### config.mk
export PLATFORM = sky130hd
export DESIGN_NAME = ex_dispatch
export DESIGN_NICKNAME = d
export VERILOG_FILES = /design/src/rtl/exd_pkg.sv /design/src/rtl/exd_issue.sv /design/src/rtl/exd_unit.sv /design/src/rtl/exd_order.sv /design/src/rtl/ex_dispatch.sv
export SDC_FILE = /design/constraint.sdc
export NUM_CORES = 1
export LEC_CHECK = 0
export BUFFER_PORTS_ARGS = -buffer_cell sky130_fd_sc_hd__buf_4
export CORE_ASPECT_RATIO = 1.25
export CORE_MARGIN = 2
export CORE_UTILIZATION = 50
export DETAILED_ROUTE_END_ITERATION = 8
export PLACE_DENSITY = 0.71
export SLEW_MARGIN = 10
export SYNTH_ARGS = -nofsm -noshare
export SYNTH_HDL_FRONTEND = slang
export SYNTH_SLANG_ARGS = --single-unit
### constraint.sdc
create_clock -name clk -period 2.7 [get_ports clk]
set_clock_uncertainty 0.15 [all_clocks]
set_input_delay 0.54 -clock clk [delete_from_list [all_inputs] [get_ports clk]]
set_output_delay 0.54 -clock clk [all_outputs]
set_load 0.02 [all_outputs]
### src/rtl/exd_pkg.sv
// Shared definitions for the two-wide execute dispatcher.
// Assumes unit index 0 is the subtracter and indices 1 and 2 are adders;
// the completion ordering relies on that index order.
package exd_pkg;
    localparam int NUM_UNITS = 3;

    typedef enum logic [1:0] {
        UNIT_SUB  = 2'd0,
        UNIT_ADD0 = 2'd1,
        UNIT_ADD1 = 2'd2,
        UNIT_NONE = 2'd3
    } unit_e;
endpackage

### src/rtl/exd_issue.sv
// Issue selection for the two decode slots.
// Picks a unit for the older slot, then for the younger one from what is
// left, and never lets the younger go without the older.
// Assumes slot 1 is valid only when slot 0 is valid.
module exd_issue
    import exd_pkg::*;
(
    input  logic [1:0] slot_vld,
    input  logic [1:0] slot_sub,
    input  logic [2:0] unit_free,
    output logic       go0,
    output logic       go1,
    output unit_e      dst0,
    output unit_e      dst1
);
    // Chooses the unit for one instruction given the set of free units.
    function automatic unit_e pick(input logic is_sub, input logic [2:0] avail);
        if (is_sub)        return avail[0] ? UNIT_SUB : UNIT_NONE;
        else if (avail[1]) return UNIT_ADD0;
        else if (avail[2]) return UNIT_ADD1;
        else               return UNIT_NONE;
    endfunction

    // Returns the one-hot mask of a unit.
    function automatic logic [2:0] mask_of(input unit_e u);
        case (u)
            UNIT_SUB:  return 3'b001;
            UNIT_ADD0: return 3'b010;
            UNIT_ADD1: return 3'b100;
            default:   return 3'b000;
        endcase
    endfunction

    logic [2:0] left_free;

    // In-order pick: the older takes first, the younger uses what remains.
    always_comb begin
        dst0      = pick(slot_sub[0], unit_free);
        go0       = slot_vld[0] && (dst0 != UNIT_NONE);
        left_free = unit_free & ~(go0 ? mask_of(dst0) : 3'b000);
        dst1      = pick(slot_sub[1], left_free);
        go1       = go0 && slot_vld[1] && (dst1 != UNIT_NONE);
    end
endmodule

### src/rtl/exd_unit.sv
// One non-pipelined functional unit modelled as a busy counter.
// Loading sets the counter to LAT, and it counts down to zero. The unit is
// free only at zero and reports completion while the count is one.
// Assumes start is raised only while the unit is free.
module exd_unit #(
    parameter int LAT   = 2,
    parameter int TAG_W = 4
) (
    input  logic             clk,
    input  logic             rst_n,
    input  logic             start,
    input  logic [TAG_W-1:0] start_tag,
    output logic             free,
    output logic             done,
    output logic [TAG_W-1:0] tag
);
    localparam int CNT_W = $clog2(LAT + 1);

    logic [CNT_W-1:0] cnt;

    // Busy counter: load on start, count down to idle.
    always_ff @(posedge clk) begin
        if (!rst_n)          cnt <= '0;
        else if (start)      cnt <= CNT_W'(LAT);
        else if (cnt != '0)  cnt <= cnt - CNT_W'(1);
    end

    // Tag of the job in flight, captured on start.
    always_ff @(posedge clk) begin
        if (!rst_n)     tag <= '0;
        else if (start) tag <= start_tag;
    end

    assign free = (cnt == '0);
    assign done = (cnt == CNT_W'(1));
endmodule

### src/rtl/exd_order.sv
// Packs unit completions onto output lanes from lane 0, oldest first.
// Assumes the input index order is the age order among simultaneous
// completions: the subtracter (longer latency, so issued earlier), then
// adder 0 (given to the older of a pair), then adder 1.
module exd_order #(
    parameter int NUM   = 3,
    parameter int TAG_W = 4
) (
    input  logic [NUM-1:0]   done,
    input  logic [TAG_W-1:0] tag_in  [NUM],
    output logic [NUM-1:0]   vld_out,
    output logic [TAG_W-1:0] tag_out [NUM]
);
    localparam int RW = $clog2(NUM + 1);

    // Walks the units in age order and assigns each completion the next lane.
    always_comb begin
        logic [RW-1:0] lane;
        lane = '0;
        for (int k = 0; k < NUM; k++) begin
            vld_out[k] = 1'b0;
            tag_out[k] = '0;
        end
        for (int i = 0; i < NUM; i++) begin
            if (done[i]) begin
                for (int k = 0; k < NUM; k++) begin
                    if (lane == RW'(k)) begin
                        vld_out[k] = 1'b1;
                        tag_out[k] = tag_in[i];
                    end
                end
                lane = lane + RW'(1);
            end
        end
    end
endmodule

### src/rtl/ex_dispatch.sv
// Two-wide in-order execute dispatcher with one subtracter and two adders.
// Holds the offered pair in a decode register, issues in program order to
// free units, and reports completions on packed, age-ordered lanes.
// Assumes SUB_LAT > ADD_LAT, so the lane ordering in exd_order holds, and
// assumes upstream keeps a pair stable until in_ready is seen high.
module ex_dispatch
    import exd_pkg::*;
#(
    parameter int TAG_W   = 4,
    parameter int ADD_LAT = 2,
    parameter int SUB_LAT = 3
) (
    input  logic             clk,
    input  logic             rst_n,
    input  logic [1:0]       in_valid,
    input  logic [1:0]       in_sub,
    input  logic [TAG_W-1:0] in_tag0,
    input  logic [TAG_W-1:0] in_tag1,
    output logic             in_ready,
    output logic [2:0]       out_valid,
    output logic [TAG_W-1:0] out_tag0,
    output logic [TAG_W-1:0] out_tag1,
    output logic [TAG_W-1:0] out_tag2
);
    logic [1:0]           dec_vld;
    logic [1:0]           dec_sub;
    logic [TAG_W-1:0]     dec_tag0;
    logic [TAG_W-1:0]     dec_tag1;
    logic                 go0;
    logic                 go1;
    unit_e                dst0;
    unit_e                dst1;
    logic [NUM_UNITS-1:0] unit_start;
    logic [NUM_UNITS-1:0] unit_free;
    logic [NUM_UNITS-1:0] unit_done;
    logic [TAG_W-1:0]     unit_tag [NUM_UNITS];
    logic [TAG_W-1:0]     lane_tag [NUM_UNITS];

    // The pair can be replaced once every held instruction leaves this cycle.
    assign in_ready = !dec_vld[0] || (go0 && (!dec_vld[1] || go1));

    // Decode holding register: load a new pair, or shift the younger forward.
    always_ff @(posedge clk) begin
        if (!rst_n) begin
            dec_vld  <= '0;
            dec_sub  <= '0;
            dec_tag0 <= '0;
            dec_tag1 <= '0;
        end else if (in_ready) begin
            dec_vld  <= {in_valid[0] & in_valid[1], in_valid[0]};
            dec_sub  <= in_sub;
            dec_tag0 <= in_tag0;
            dec_tag1 <= in_tag1;
        end else if (go0) begin
            dec_vld    <= {1'b0, dec_vld[1]};
            dec_sub[0] <= dec_sub[1];
            dec_tag0   <= dec_tag1;
        end
    end

    exd_issue u_issue (
        .slot_vld  (dec_vld),
        .slot_sub  (dec_sub),
        .unit_free (unit_free),
        .go0       (go0),
        .go1       (go1),
        .dst0      (dst0),
        .dst1      (dst1)
    );

    for (genvar g = 0; g < NUM_UNITS; g++) begin : g_unit
        localparam unit_e ME  = unit_e'(g);
        localparam int    LAT = (g == 0) ? SUB_LAT : ADD_LAT;
        logic hit0;
        logic hit1;

        assign hit0          = go0 && (dst0 == ME);
        assign hit1          = go1 && (dst1 == ME);
        assign unit_start[g] = hit0 || hit1;

        exd_unit #(.LAT(LAT), .TAG_W(TAG_W)) u_unit (
            .clk       (clk),
            .rst_n     (rst_n),
            .start     (unit_start[g]),
            .start_tag (hit0 ? dec_tag0 : dec_tag1),
            .free      (unit_free[g]),
            .done      (unit_done[g]),
            .tag       (unit_tag[g])
        );
    end

    exd_order #(.NUM(NUM_UNITS), .TAG_W(TAG_W)) u_order (
        .done    (unit_done),
        .tag_in  (unit_tag),
        .vld_out (out_valid),
        .tag_out (lane_tag)
    );

    assign out_tag0 = lane_tag[0];
    assign out_tag1 = lane_tag[1];
    assign out_tag2 = lane_tag[2];
endmodule

## Word-level counts from Yosys, hierarchy flattened

Cells that the tools add are included.

- Muxes and demuxes: 45
- Equality and inequality tests: 13
- Add/sub/neg operators: 4
- Bitwise gates (word level): 4
- Reduce and logical (&&, ||, !) cells: 33

Operators with widths:

| cell | count |
|---|---|
| $mux W4 | 12 |
| $mux W2 | 15 |
| $mux W12 | 2 |
| $logic_not A2 Y1 | 7 |
| $reduce_bool A2 Y1 | 7 |
| $eq A2 B1 Y1 const B | 6 |
| $mux W1 | 12 |
| $logic_and A1 B1 Y1 | 10 |
| $mux W3 | 3 |
| $pmux W3 S3 | 1 |
| $eq A2 B2 Y1 const B | 3 |
| $sub A2 B1 Y2 const B | 3 |
| $logic_or A1 B1 Y1 | 5 |
| $ne A2 B2 Y1 const B | 2 |
| $reduce_or A2 Y1 | 2 |
| $and A3 B3 Y3 | 1 |
| $not A3 Y3 | 1 |
| $add A1 B1 Y2 const B | 1 |
| $eq A1 B2 Y1 const B | 1 |
| $logic_not A1 Y1 | 2 |
| $and A1 B1 Y1 | 1 |
| $eq A1 B1 Y1 const B | 1 |
| $not A1 Y1 | 1 |

- Output and inout port bits: 16
- Input port bits: 14
- Flip-flop bits (word level): 30
- Logic and storage cells: 112

## Depth between registers and ports, before layout

Gate-level depths: netlist (run 1).

- Depth in word-level cells: 18
- Mapped depth: 9
- Depth with buffers taken out: 7

## Cells and area by module

A second synthesis (run 1) with hierarchy kept.

- Cell total of the unflattened synthesis: 202
- Area total of the unflattened synthesis: 1,908.1 µm²

By module, submodules not included:

| module | seq. area each (µm²) | cells an instance | times used | area each (µm²) |
|---|---|---|---|---|
| ex_dispatch | 240.2 | 75 | 1 | 711.9 |
| exd_unit at g_unit[1].u_unit ... | 120.1 | 20 | 2 | 242.7 |
| exd_order | 0.0 | 43 | 1 | 297.8 |
| exd_unit at g_unit[0].u_unit | 120.1 | 23 | 1 | 262.8 |
| exd_issue | 0.0 | 21 | 1 | 150.1 |

## Least setup slack after synthesis (run 1)

No wires, ideal clock.

- Path kind: reg-to-output
- Start point: register g_unit[0].u_unit.cnt[1]
- End point: output port out_tag1[0]
- Path buffers: 0
- Path slack: 0.241 ns
- Required time: 2.010 ns
- Arrival: 1.769 ns
- Stages on the path, launching flop included: 8
- Cells stage by stage: dfxtp_1 > inv_1 > ha_1 > inv_1 > ha_1 > and2_1 > nor3_1 > a22o_1

- Word-level cells in the longest chain between the ends: 7
- Elaborated cells between the ends (all ways): 10
- Those cells by class: add/sub: 1; eq/ne: 3; mux: 6

Ends and longest elaborated chain:

| item | line | RTL |
|---|---|---|
| start, declared | exd_unit.sv:19 | `logic [CNT_W-1:0] cnt;` |
| start signal, assigned | exd_unit.sv:24 | `else if (start) cnt <= CNT_W'(LAT);` |
| start signal, assigned | exd_unit.sv:25 | `else if (cnt != '0) cnt <= cnt - CNT_W'(1);` |
| $eq A2 B1 Y1 (*) | exd_unit.sv:35 | `assign done = (cnt == CNT_W'(1));` |
| $mux W1 (*) | exd_order.sv:25 | `if (done[i]) begin` |
| $add A1 B1 Y2 / $eq A1 B1 Y1 (equally long branches) | exd_order.sv:32, exd_order.sv:27 |  |
| $mux W2 / $mux W4 (equally long branches) | exd_order.sv:25, exd_order.sv:27 |  |
| $eq A2 B1 Y1 / $mux W12 (equally long branches) | exd_order.sv:27, exd_order.sv:25 |  |
| $mux W4 | exd_order.sv:27 | `if (lane == RW'(k)) begin` |
| $mux W12 (*) | exd_order.sv:25 |  |
| end, declared | ex_dispatch.sv:22 | `output logic [TAG_W-1:0] out_tag1,` |

Mark *: on every way between the ends. The rest lies on a longest branch, timed or not.

## Worst setup path in the final report (run 1)

- Start point: register g_unit[0].u_unit.cnt[1]
- End point: output port out_tag1[2]

The elaborated chain is that of the path after synthesis.

==> results of run 1 <==
## layout by cell type (no fill, tap or decap), types with 6 or more instances in the layout
master / n
nor2_1: 18
inv_1: 6
nand3_1: 19
and3_1: 9
nand2_1: 21
clkbuf_8: 6
and2_1: 10
a21oi_1: 14
buf_4: 42
dfxtp_1: 29
mux2i_1: 13
nand4_1: 6
## cells by family (layout without fill, tap and decap cells)
family                   after synthesis  after routing
flip-flops                            30             30
buffers and inverters                 22             58
adder cells (fa/ha/maj)                7              7
AO/OA/AOI/OAI                         60             60
XOR/XNOR                               1              1
multiplexers                          18             18
AND/OR/NAND/NOR                      100            100
## flip-flops by register name (all words and copies together), names as in the netlist
signal             cells
dec_vld                2
g_unit.u_unit.tag     12
dec_tag1               4
g_unit.u_unit.cnt      6
dec_tag0               4
dec_sub                2
## through the flow
step / cells / hold WS (ns) / cell area (sq um) / power (W)
6_report: 328 / 0.333 / 2420 / 0.00140
3_3_place_gp: 318 / 0.314 / 2280 / 0.000990
4_1_cts: 326 / 0.336 / 2390 / 0.00139
5_1_grt: 328 / 0.340 / 2420 / 0.00149
3_5_place_dp: 318 / 0.318 / 2280 / 0.000995
2_1_floorplan: 238 / 0.297 / 1980 / 0.000867
## power breakdown
part           switching [W]  internal [W]
Clock               0.000173      0.000204
Combinational       0.000268      0.000213
Sequential         0.0000478      0.000489
Total               0.000489      0.000907
## final timing paths
check / startpoint / to / slack [ns] / cells after the start
worst min-delay path: dec_tag0[3]$_SDFFE_PN0P_ / g_unit[2].u_unit.tag[3]$_SDFFE_PN0P_ / 0.33 / 2
worst max-delay path: g_unit[0].u_unit.cnt[1]$_SDFFE_PN0P_ / out_tag1[2] / 0.15 / 9
worst max register to register: g_unit[0].u_unit.cnt[0]$_SDFFE_PN0P_ / g_unit[2].u_unit.tag[0]$_SDFFE_PN0P_ / 0.31 / 10
worst min register to register: dec_tag0[3]$_SDFFE_PN0P_ / g_unit[2].u_unit.tag[3]$_SDFFE_PN0P_ / 0.33 / 2
## critical path: stages, from the launching register on
cell	delay (ns)
dfxtp_1	0.30
inv_2	0.08
ha_2	0.18
inv_2	0.07
ha_1	0.29
and2_4	0.16
nor3_2	0.11
buf_4	0.15
a22o_1	0.12
buf_4	0.13
## repair_timing
item / CTS / global route
endpoints found under the setup margin: 5 / 5
setup buffers: 0 / 2
endpoints found under the hold margin: 0 / 0
pin swaps: 0 / 3
resized for setup: 5 / 9
## layer usage
metal	part of all wire	vias up
li1	-	949
met1	0.42	855
met2	0.53	46
met3	0.033	10
met4	0.019	0
met5	0	-
## cell type report
class,count,area (sq um)
clock inverters,2,12.5
repair buffers,42,315
fillers,359,1360
inverters,8,30.0
clock buffers,6,82.6
well taps,54,67.6
multi-input cells,186,1320
flip-flops and latches,30,602
==> results.ini, run 1 <==
[global_route]
grt_util_met2=0.415
gr-usage-met3=0.0487
top_usage_layer=met2
grt_pass1_vias=1690
grt_pass1_wl_microns=7910
use_met1=0.273
grt_remaining_overflow=0
antenna_found_initial=0
grtUsageTotal=0.233
grt_max_degree=20

[floorplanning]
start_util=0.523
die_area_sq_mm=0.00448
ios=30
die_h_microns=74.3
rows=25
coreArea_sq_mm=0.00378
die_x_microns=60.3

[hold_path]
hp-class=reg2reg

[sta]
timing.final.crit_share=0.946
min_period_ns=2.55
fin_ws_ns=0.146
hold_viol=0
setup_tns_ns=0
relSlewSlack=0.399
setup_viol=0
slew_viol_final=0
tightest_slew_ns=0.901
max_freq_ghz=0.392
rsz0062_at_grt=true

[logic_synthesis]
synth_compound_area_frac=0.233
synth_xor_area_frac=0.00443
avgSynthCellArea_sq_um=8.31
syn_area_sq_mm=0.00198
yosysTopAreaCell=dfxtp_1
synth_edf_count=0
ys_seq_area_frac=0.304
syn_inst=238
synth_ff_type=dfxtp_1
ys_top_cells_by_area=dfxtp_1 (30%), mux2i_1 (6.6%), nand3_1 (4.8%), ha_1 (4.4%), nand2_1 (4.0%)
synth-simple-area-share=0.271
synth_nets=259
synth.most_common_cell=dfxtp_1
synthAdderAreaFrac=0.0443
yosys_warnings=0
synth_mux_area_frac=0.0942
synth_top_cells_by_count=dfxtp_1 (30), nand2_1 (21), nand3_1 (19), nor2_1 (19), a21oi_1 (14)
synth_top_family_by_area=simple AND/OR/NAND/NOR gates
ys_ff_latch=30
ys_types=50
synth_top_area_share=0.304
async_flop_share=0

[routing]
remaining_drc_errors=0
post_drt_wl_per_cell_microns=14.3
routed_wirelength_microns=4690
drtAntennaViolNets=0
first_pass_iters=4
via_count=1860
first_iter_violations=79
viasPerCell=5.67

[clocking]
cts.sinks=30
cts_hold_buffers=0
cts_tree=done
htree_levels=2
root_buffer=clkbuf_8
path_clk_slew_ns=0.07
clockBufferDepth=2
numCtsBuffers=5
worstSkewPairLatency_ns=0.29

[cells_and_area]
syn2layout_area_growth_pct=22.6
fin_util=0.641
drive_gt1_frac=0.277
antennaDiodeCount=0
fin_nets=294

[critical_path]
cp.required_ns=2.01
end_kind=output pin
start_kind=flip-flop
cp.arrival_ns=1.86
crit_fanout=7
crit_type=reg2out

[outcome]
outcome=complete, no violations

[power_and_ir_drop]
power_density_mw_per_mm2=576
ir_drop_mv=0.376
p_leak_nw=1.06

[placed_design]
io_buffers=29
dpl.hpwl_microns=3530
place_ws_ns=0.261
gp_congestion=0.909

[flow_run]
cap_violations=0

(Power assumes the default switching activity.)
==> run 2, diff against run 1 <==
CORE_UTILIZATION = 45   (was 50)
PLACE_DENSITY = 0.65   (was 0.71)
==> run 2 against run 1 <==
Core utilization fell by 3.7 points; non-clock buffer count fell by 3; maximum frequency fell by 0.90%; largest cell class unchanged.
==> results.ini, run 2 (synthesis gave the netlist of run 1 again) <==
[sta]
relSlewSlack=0.389  ; was 0.399
tightest_slew_ns=0.916  ; was 0.901 ns
rsz0062_at_grt=false  ; was true
max_freq_ghz=0.388  ; was 0.392 GHz
setup_viol=0  ; unchanged
setup_tns_ns=0  ; unchanged
timing.final.crit_share=0.955  ; was 0.946
min_period_ns=2.58  ; was 2.55 ns
hold_viol=0  ; unchanged
slew_viol_final=0  ; unchanged

[cells_and_area]
fin_nets=291  ; was 294
final_area_sq_mm=0.00251  ; was 0.00242 sq mm
fin_util=0.604  ; was 0.641
top_register=g_unit.u_unit.tag  ; unchanged
top_regs=g_unit.u_unit.tag: 12 flops, g_unit.u_unit.cnt: 6 flops  ; unchanged
final_common_cell=buf_4  ; unchanged
largest_reg_flops=12  ; unchanged
final_cell_mix=buf_4 (39), dfxtp_1 (28), nand2_1 (21)  ; was buf_4 (42), dfxtp_1 (29), nand2_1 (21)
antennaDiodeCount=0  ; unchanged
syn2layout_area_growth_pct=27.1  ; was 22.6%
drive_gt1_frac=0.292  ; was 0.277

[power_and_ir_drop]
ir_drop_mv=0.318  ; was 0.376 mV
p_leak_nw=1.07  ; was 1.06 nW
power_density_mw_per_mm2=654  ; was 576 mW/mm^2

[clocking]
clockBufferDepth=2  ; unchanged
cts_tree=done  ; unchanged
htree_levels=2  ; unchanged
root_buffer=clkbuf_8  ; unchanged
path_clk_slew_ns=0.07  ; about the same
worstSkewPairLatency_ns=0.29  ; about the same
numCtsBuffers=5  ; unchanged
cts.sinks=30  ; unchanged

[routing]
viasPerCell=5.67  ; about the same
via_count=1853  ; was 1860
post_drt_wl_per_cell_microns=14.8  ; was 14.3 microns
remaining_drc_errors=0  ; unchanged
routed_wirelength_microns=4850  ; was 4690 microns
first_iter_violations=74  ; was 79
drtAntennaViolNets=0  ; unchanged
first_pass_iters=4  ; unchanged

[critical_path]
cpLargestDelayFamily=adder cells  ; unchanged
crit_fanout=7  ; unchanged
cpPeakStageDelay_ns=0.31  ; was 0.30 ns
path_cells=inv_2 > ha_4 > inv_2 > ha_1 > and2_4 > nor3_4 > a22o_1 > buf_4  ; was inv_2 > ha_2 > inv_2 > ha_1 > and2_4 > nor3_2 > buf_4 > a22o_1 > buf_4
end_kind=output pin  ; unchanged
start_kind=flip-flop  ; unchanged
crit_type=reg2out  ; unchanged
cp.required_ns=2.01  ; about the same
crit_cells=8  ; was 9
r2r.worst_path.cells=7  ; was 10
path_common_cell=inv_2
cp.arrival_ns=1.89  ; was 1.86 ns
path_buf_inv=3  ; was 4
cpMaxStageDelayCell=dfxtp_1  ; unchanged

[placed_design]
place_area_sq_mm=0.00227  ; was 0.00228 sq mm
gp_congestion=0.771  ; was 0.909
dpl.hpwl_microns=3570  ; was 3530 microns
io_buffers=29  ; unchanged

[global_route]
grtUsageTotal=0.207  ; was 0.233
grt_pass1_vias=1756  ; was 1690
antenna_found_initial=0  ; unchanged
grt_remaining_overflow=0  ; unchanged
grt_pass1_wl_microns=8150  ; was 7910 microns
grt_max_degree=20  ; unchanged

[floorplanning]
die_area_sq_mm=0.00495  ; was 0.00448 sq mm
start_util=0.475  ; was 0.523
rows=26  ; was 25
coreArea_sq_mm=0.00416  ; was 0.00378 sq mm
ios=30  ; unchanged
die_h_microns=78.1  ; was 74.3 microns
die_x_microns=63.3  ; was 60.3 microns

[hold_path]
hold_depth=2  ; unchanged
hp-class=reg2reg  ; unchanged

[flow_run]
cap_violations=0  ; unchanged

[outcome]
outcome=complete, no violations  ; unchanged

==> run 2: routing by layer <==
layer	share of wire	GRT usage
met5	0	0
met4	0.015	0.0783
met3	0.045	0.0473
met2	0.52	0.378
met1	0.42	0.233
==> run 2: worst reg2reg max path, stage by stage (launching register included) <==
cell and delay, ns:
dfxtp_2 0.35, inv_2 0.10, ha_4 0.20, nand2b_2 0.19
o22ai_4 0.13, a21oi_1 0.76, nand3_1 0.15, o21ai_0 0.17
==> run 2: path summary, 6_finish.rpt <==
check	start	endpoint	slack, ns
worst max-delay path	g_unit[0].u_unit.cnt[1]$_SDFFE_PN0P_	out_tag1[0]	0.12
worst min-delay path	dec_tag0[3]$_SDFFE_PN0P_	g_unit[2].u_unit.tag[3]$_SDFFE_PN0P_	0.33
worst max register to register	g_unit[0].u_unit.cnt[0]$_SDFFE_PN0P_	dec_vld[1]$_SDFFE_PN0P_	0.43
worst min register to register	dec_tag0[3]$_SDFFE_PN0P_	g_unit[2].u_unit.tag[3]$_SDFFE_PN0P_	0.33
==> run 2: area by class of cell <==
cell class	count	area, sq um
timing repair buffer	39	293
sequential	30	603
clock buffer	6	82.6
inverter	8	30.0
multi-input combinational	186	1380
fill	388	1650
tap	56	70.1
clock inverter	2	60.1
==> run 2: repair_timing <==
item                       in CTS  in global routing
pin swaps                       0                  4
resized for setup               6                 18
hold buffers                    0                  0
setup endpoints to repair       5                  5
setup buffers                   0                  1
==> run 2: per-stage QoR <==
step           power (W)  setup WS, ns  cells  hold WS (ns)
2_1_floorplan   0.000867         0.241    238         0.297
3_3_place_gp    0.000994         0.217    318         0.321
3_5_place_dp     0.00100         0.172    318         0.329
4_1_cts          0.00161       -0.0147    326         0.325
5_1_grt          0.00175        0.0153    327         0.338
6_report         0.00164         0.123    327         0.333
==> run 2: power by group <==
| part | switching, W | total (W) | internal [W] |
|---|---|---|---|
| Clock | 0.000180 | 0.000573 | 0.000394 |
| Sequential | 0.0000544 | 0.000544 | 0.000490 |
| Combinational | 0.000289 | 0.000526 | 0.000238 |
==> run 3, diff against run 2 <==
ABC_AREA = 1   (was unset)
PLACE_DENSITY = 0.71   (was 0.65)
==> run 3 against run 2 <==
Largest cell class unchanged; clock power down 35%; setup slack worse by 0.084 ns; critical endpoint is now in_ready; via count down 10%; register-to-register slack better by 0.14 ns; critical path type unchanged; core utilization down 3.8 points; sequential cell count unchanged; global-route usage down 1.0 points; synthesized cell count up 5.9%; die area down 12%; worst hold slack worse by 0.0053 ns; cell count up 0.31%; clock-buffer cell count up 1.
==> results.ini, run 3 <==
[logic_synthesis]
ys_seq_area_frac=0.348  ; was 0.304
yosys_warnings=0  ; unchanged
avgSynthCellArea_sq_um=6.85  ; was 8.31 sq um
ys_ff_latch=30  ; unchanged
synth_edf_count=0  ; unchanged
ys_top_cells_by_area=dfxtp_1 (35%), nand2_1 (11%), a21oi_1 (7.8%), o21ai_0 (7.8%), inv_1 (6.5%)  ; was dfxtp_1 (30%), mux2i_1 (6.6%), nand3_1 (4.8%), ha_1 (4.4%), nand2_1 (4.0%)
ys_types=27  ; was 50
synth_nets=273  ; was 259
synth_top_area_share=0.348  ; was 0.304
yosysTopAreaCell=dfxtp_1  ; unchanged
synth_top_cells_by_count=nand2_1 (52), dfxtp_1 (30), inv_1 (30), nor2_1 (28)  ; was dfxtp_1 (30), nand2_1 (21), nand3_1 (19), nor2_1 (19), a21oi_1 (14)
syn_area_sq_mm=0.00173  ; was 0.00198 sq mm
async_flop_share=0  ; unchanged
syn_inst=252  ; was 238
synth.most_common_cell=nand2_1  ; was dfxtp_1
synth_ff_type=dfxtp_1  ; unchanged

[power_and_ir_drop]
finalPower_w=0.00128  ; was 0.00164 W
p_switching_w=0.000440  ; was 0.000523 W
power_density_mw_per_mm2=609  ; was 654 mW/mm^2
switching_share=0.343  ; was 0.318
power_frac_seq=0.407  ; was 0.331
p_leak_nw=1.03  ; was 1.07 nW
p_comb_frac=0.303  ; was 0.320
ir_drop_mv=0.328  ; was 0.318 mV
power.internal_w=0.000843  ; was 0.00112 W
clockPowerShare=0.291  ; was 0.349

[cells_and_area]
syn2layout_area_growth_pct=22.0  ; was 27.1%
final_cell_mix=nand2_1 (50), buf_4 (32), inv_1 (30)  ; was buf_4 (39), dfxtp_1 (28), nand2_1 (21)
fin_nets=308  ; was 291
final_common_cell=nand2_1  ; was buf_4
largest_reg_flops=12  ; unchanged
antennaDiodeCount=0  ; unchanged
top_register=g_unit.u_unit.tag  ; unchanged
top_regs=g_unit.u_unit.tag: 12 flops, g_unit.u_unit.cnt: 6 flops  ; unchanged
final_area_sq_mm=0.00211  ; was 0.00251 sq mm
drive_gt1_frac=0.226  ; was 0.292

[sta]
setup_viol=0  ; unchanged
slew_viol_final=0  ; unchanged
fin_hold_ws_ns=0.327  ; was 0.333 ns
max_freq_ghz=0.376  ; was 0.388 GHz
timing.final.crit_share=0.986  ; was 0.955
rsz0062_at_grt=true  ; was false
tightest_slew_ns=0.365  ; was 0.916 ns
hold_viol=0  ; unchanged
relSlewSlack=0.755  ; was 0.389
min_period_ns=2.66  ; was 2.58 ns
setup_tns_ns=0  ; unchanged

[global_route]
grtUsageTotal=0.197  ; was 0.207
grt_pass1_vias=1510  ; was 1756
grt_max_degree=22  ; was 20
grt_remaining_overflow=0  ; unchanged
grt_pass1_wl_microns=6500  ; was 8150 microns
antenna_found_initial=0  ; unchanged

[floorplanning]
ios=30  ; unchanged
die_area_sq_mm=0.00435  ; was 0.00495 sq mm
die_x_microns=59.4  ; was 63.3 microns
start_util=0.464  ; was 0.475
rows=25  ; was 26
die_h_microns=73.3  ; was 78.1 microns
coreArea_sq_mm=0.00372  ; was 0.00416 sq mm

[clocking]
cts_tree=done  ; unchanged
path_clk_slew_ns=0.06  ; was 0.07 ns
cts_hold_buffers=0  ; unchanged
htree_levels=2  ; unchanged
worstSkewPairLatency_ns=0.29  ; about the same
root_buffer=clkbuf_8  ; unchanged
clockBufferDepth=2  ; unchanged
numCtsBuffers=5  ; unchanged
cts.sinks=30  ; unchanged

[hold_path]
hp-class=reg2reg  ; unchanged
worstHoldEndpoint=dec_vld[1]$_SDFFE_PN0P_  ; was g_unit[2].u_unit.tag[3]$_SDFFE_PN0P_
hold_depth=2  ; unchanged
min_from=dec_vld[1]$_SDFFE_PN0P_  ; was dec_tag0[3]$_SDFFE_PN0P_

[routing]
post_drt_wl_per_cell_microns=11.7  ; was 14.8 microns
first_iter_violations=53  ; was 74
routed_wirelength_microns=3820  ; was 4850 microns
drtAntennaViolNets=0  ; unchanged
via_count=1667  ; was 1853
first_pass_iters=4  ; unchanged
viasPerCell=5.08  ; was 5.67
remaining_drc_errors=0  ; unchanged

[outcome]
outcome=complete, no violations  ; unchanged

[critical_path]
regToRegSetupSlack_ns=0.57  ; was 0.43 ns
start_kind=flip-flop  ; unchanged
crit_fanout=12  ; was 7
end_kind=output pin  ; unchanged
cp.arrival_ns=1.97  ; was 1.89 ns
r2r.worst_path.cells=10  ; was 7
r2r_end=g_unit[0].u_unit.tag[0]$_SDFFE_PN0P_  ; was dec_vld[1]$_SDFFE_PN0P_
r2r_start=g_unit[0].u_unit.cnt[0]$_SDFFE_PN0P_  ; unchanged
cp.required_ns=2.01  ; about the same
crit_type=reg2out  ; unchanged

[flow_run]
cap_violations=0  ; unchanged

[placed_design]
gp_congestion=0.771  ; about the same
io_buffers=29  ; unchanged
place_area_sq_mm=0.00199  ; was 0.00227 sq mm
dpl.hpwl_microns=2900  ; was 3570 microns

run 3: how the worst max path moves through the flow:
| stage | cells after the start | start | to |
|---|---|---|---|
| global placement | 9 | g_unit[0].u_unit.cnt[0]$_SDFFE_PN0P_ | in_ready |
| CTS | 9 | g_unit[0].u_unit.cnt[0]$_SDFFE_PN0P_ | in_ready |
| global route | 9 | g_unit[0].u_unit.cnt[1]$_SDFFE_PN0P_ | in_ready |
| detailed placement | 9 | g_unit[0].u_unit.cnt[0]$_SDFFE_PN0P_ | in_ready |
| floorplan | 8 | g_unit[0].u_unit.cnt[1]$_SDFFE_PN0P_ | out_tag0[0] |
| finish | 9 | g_unit[0].u_unit.cnt[0]$_SDFFE_PN0P_ | in_ready |
run 3: worst max-delay path: stages (launching register included):
cell and delay (ns):
dfxtp_2 0.33, inv_1 0.08, ha_2 0.23, nand2_1 0.13, a21oi_4 0.21, nand2_4 0.13, nand2_2 0.11, a21oi_4 0.08
a21oi_4 0.21, buf_4 0.17
run 3: power groups by stage:
stage	Combinational (W)	Clock [W]	Sequential (W)
4_1_cts	0.000386	0.000379	0.000520
6_report	0.000389	0.000373	0.000522
2_1_floorplan	0.000282	0	0.000521
5_1_grt	0.000442	0.000406	0.000528
3_5_place_dp	0.000378	0	0.000529
3_3_place_gp	0.000372	0	0.000529
run 3: layout make-up:
class	count	area, sq um
inverters	34	128
multi-input cells	184	995
well taps	40	50.0
repair buffers	32	240
flip-flops and latches	30	602
fillers	396	1620
clock buffers	7	86.3
clock inverters	1	5.00
run 3: per-layer routing:
metal	share of wire	GRT usage	vias up	wire length, microns
li1	-	-	893	-
met1	0.44	0.241	721	1690
met2	0.49	0.320	45	1880
met3	0.042	0.0493	8	160
met4	0.024	0.0909	0	91
met5	0	0	-	0
run 3: kinds of logic (layout without fill, tap and decap cells):
logic type / after synthesis / in the layout / synth area share
compound gates: 69 / 69 / 0.236
fa+ha+maj: 7 / 7 / 0.0507
buf+inv: 38 / 74 / 0.0833
flops: 30 / 30 / 0.348
simple gates: 108 / 108 / 0.282
run 3: what timing repair did:
item | in CTS | in global routing
gates resized for setup | 2 | 3
buffers inserted | 0 | 1
pin swaps | 0 | 2
hold endpoints to repair | 0 | 0
cloned | 0 | 0
endpoints found under the setup margin | 1 | 4
run 3: stage by stage:
| stage | instances | worst slack [ns] | utilization |
|---|---|---|---|
| after detailed placement | 319 | 0.237 | 0.535 |
| after global routing | 328 | -0.0700 | 0.566 |
| final | 328 | 0.0385 | 0.566 |
| after global placement | 319 | 0.295 | 0.535 |
| after floorplan | 252 | 0.279 | - |
| after CTS | 327 | 0.00557 | 0.562 |
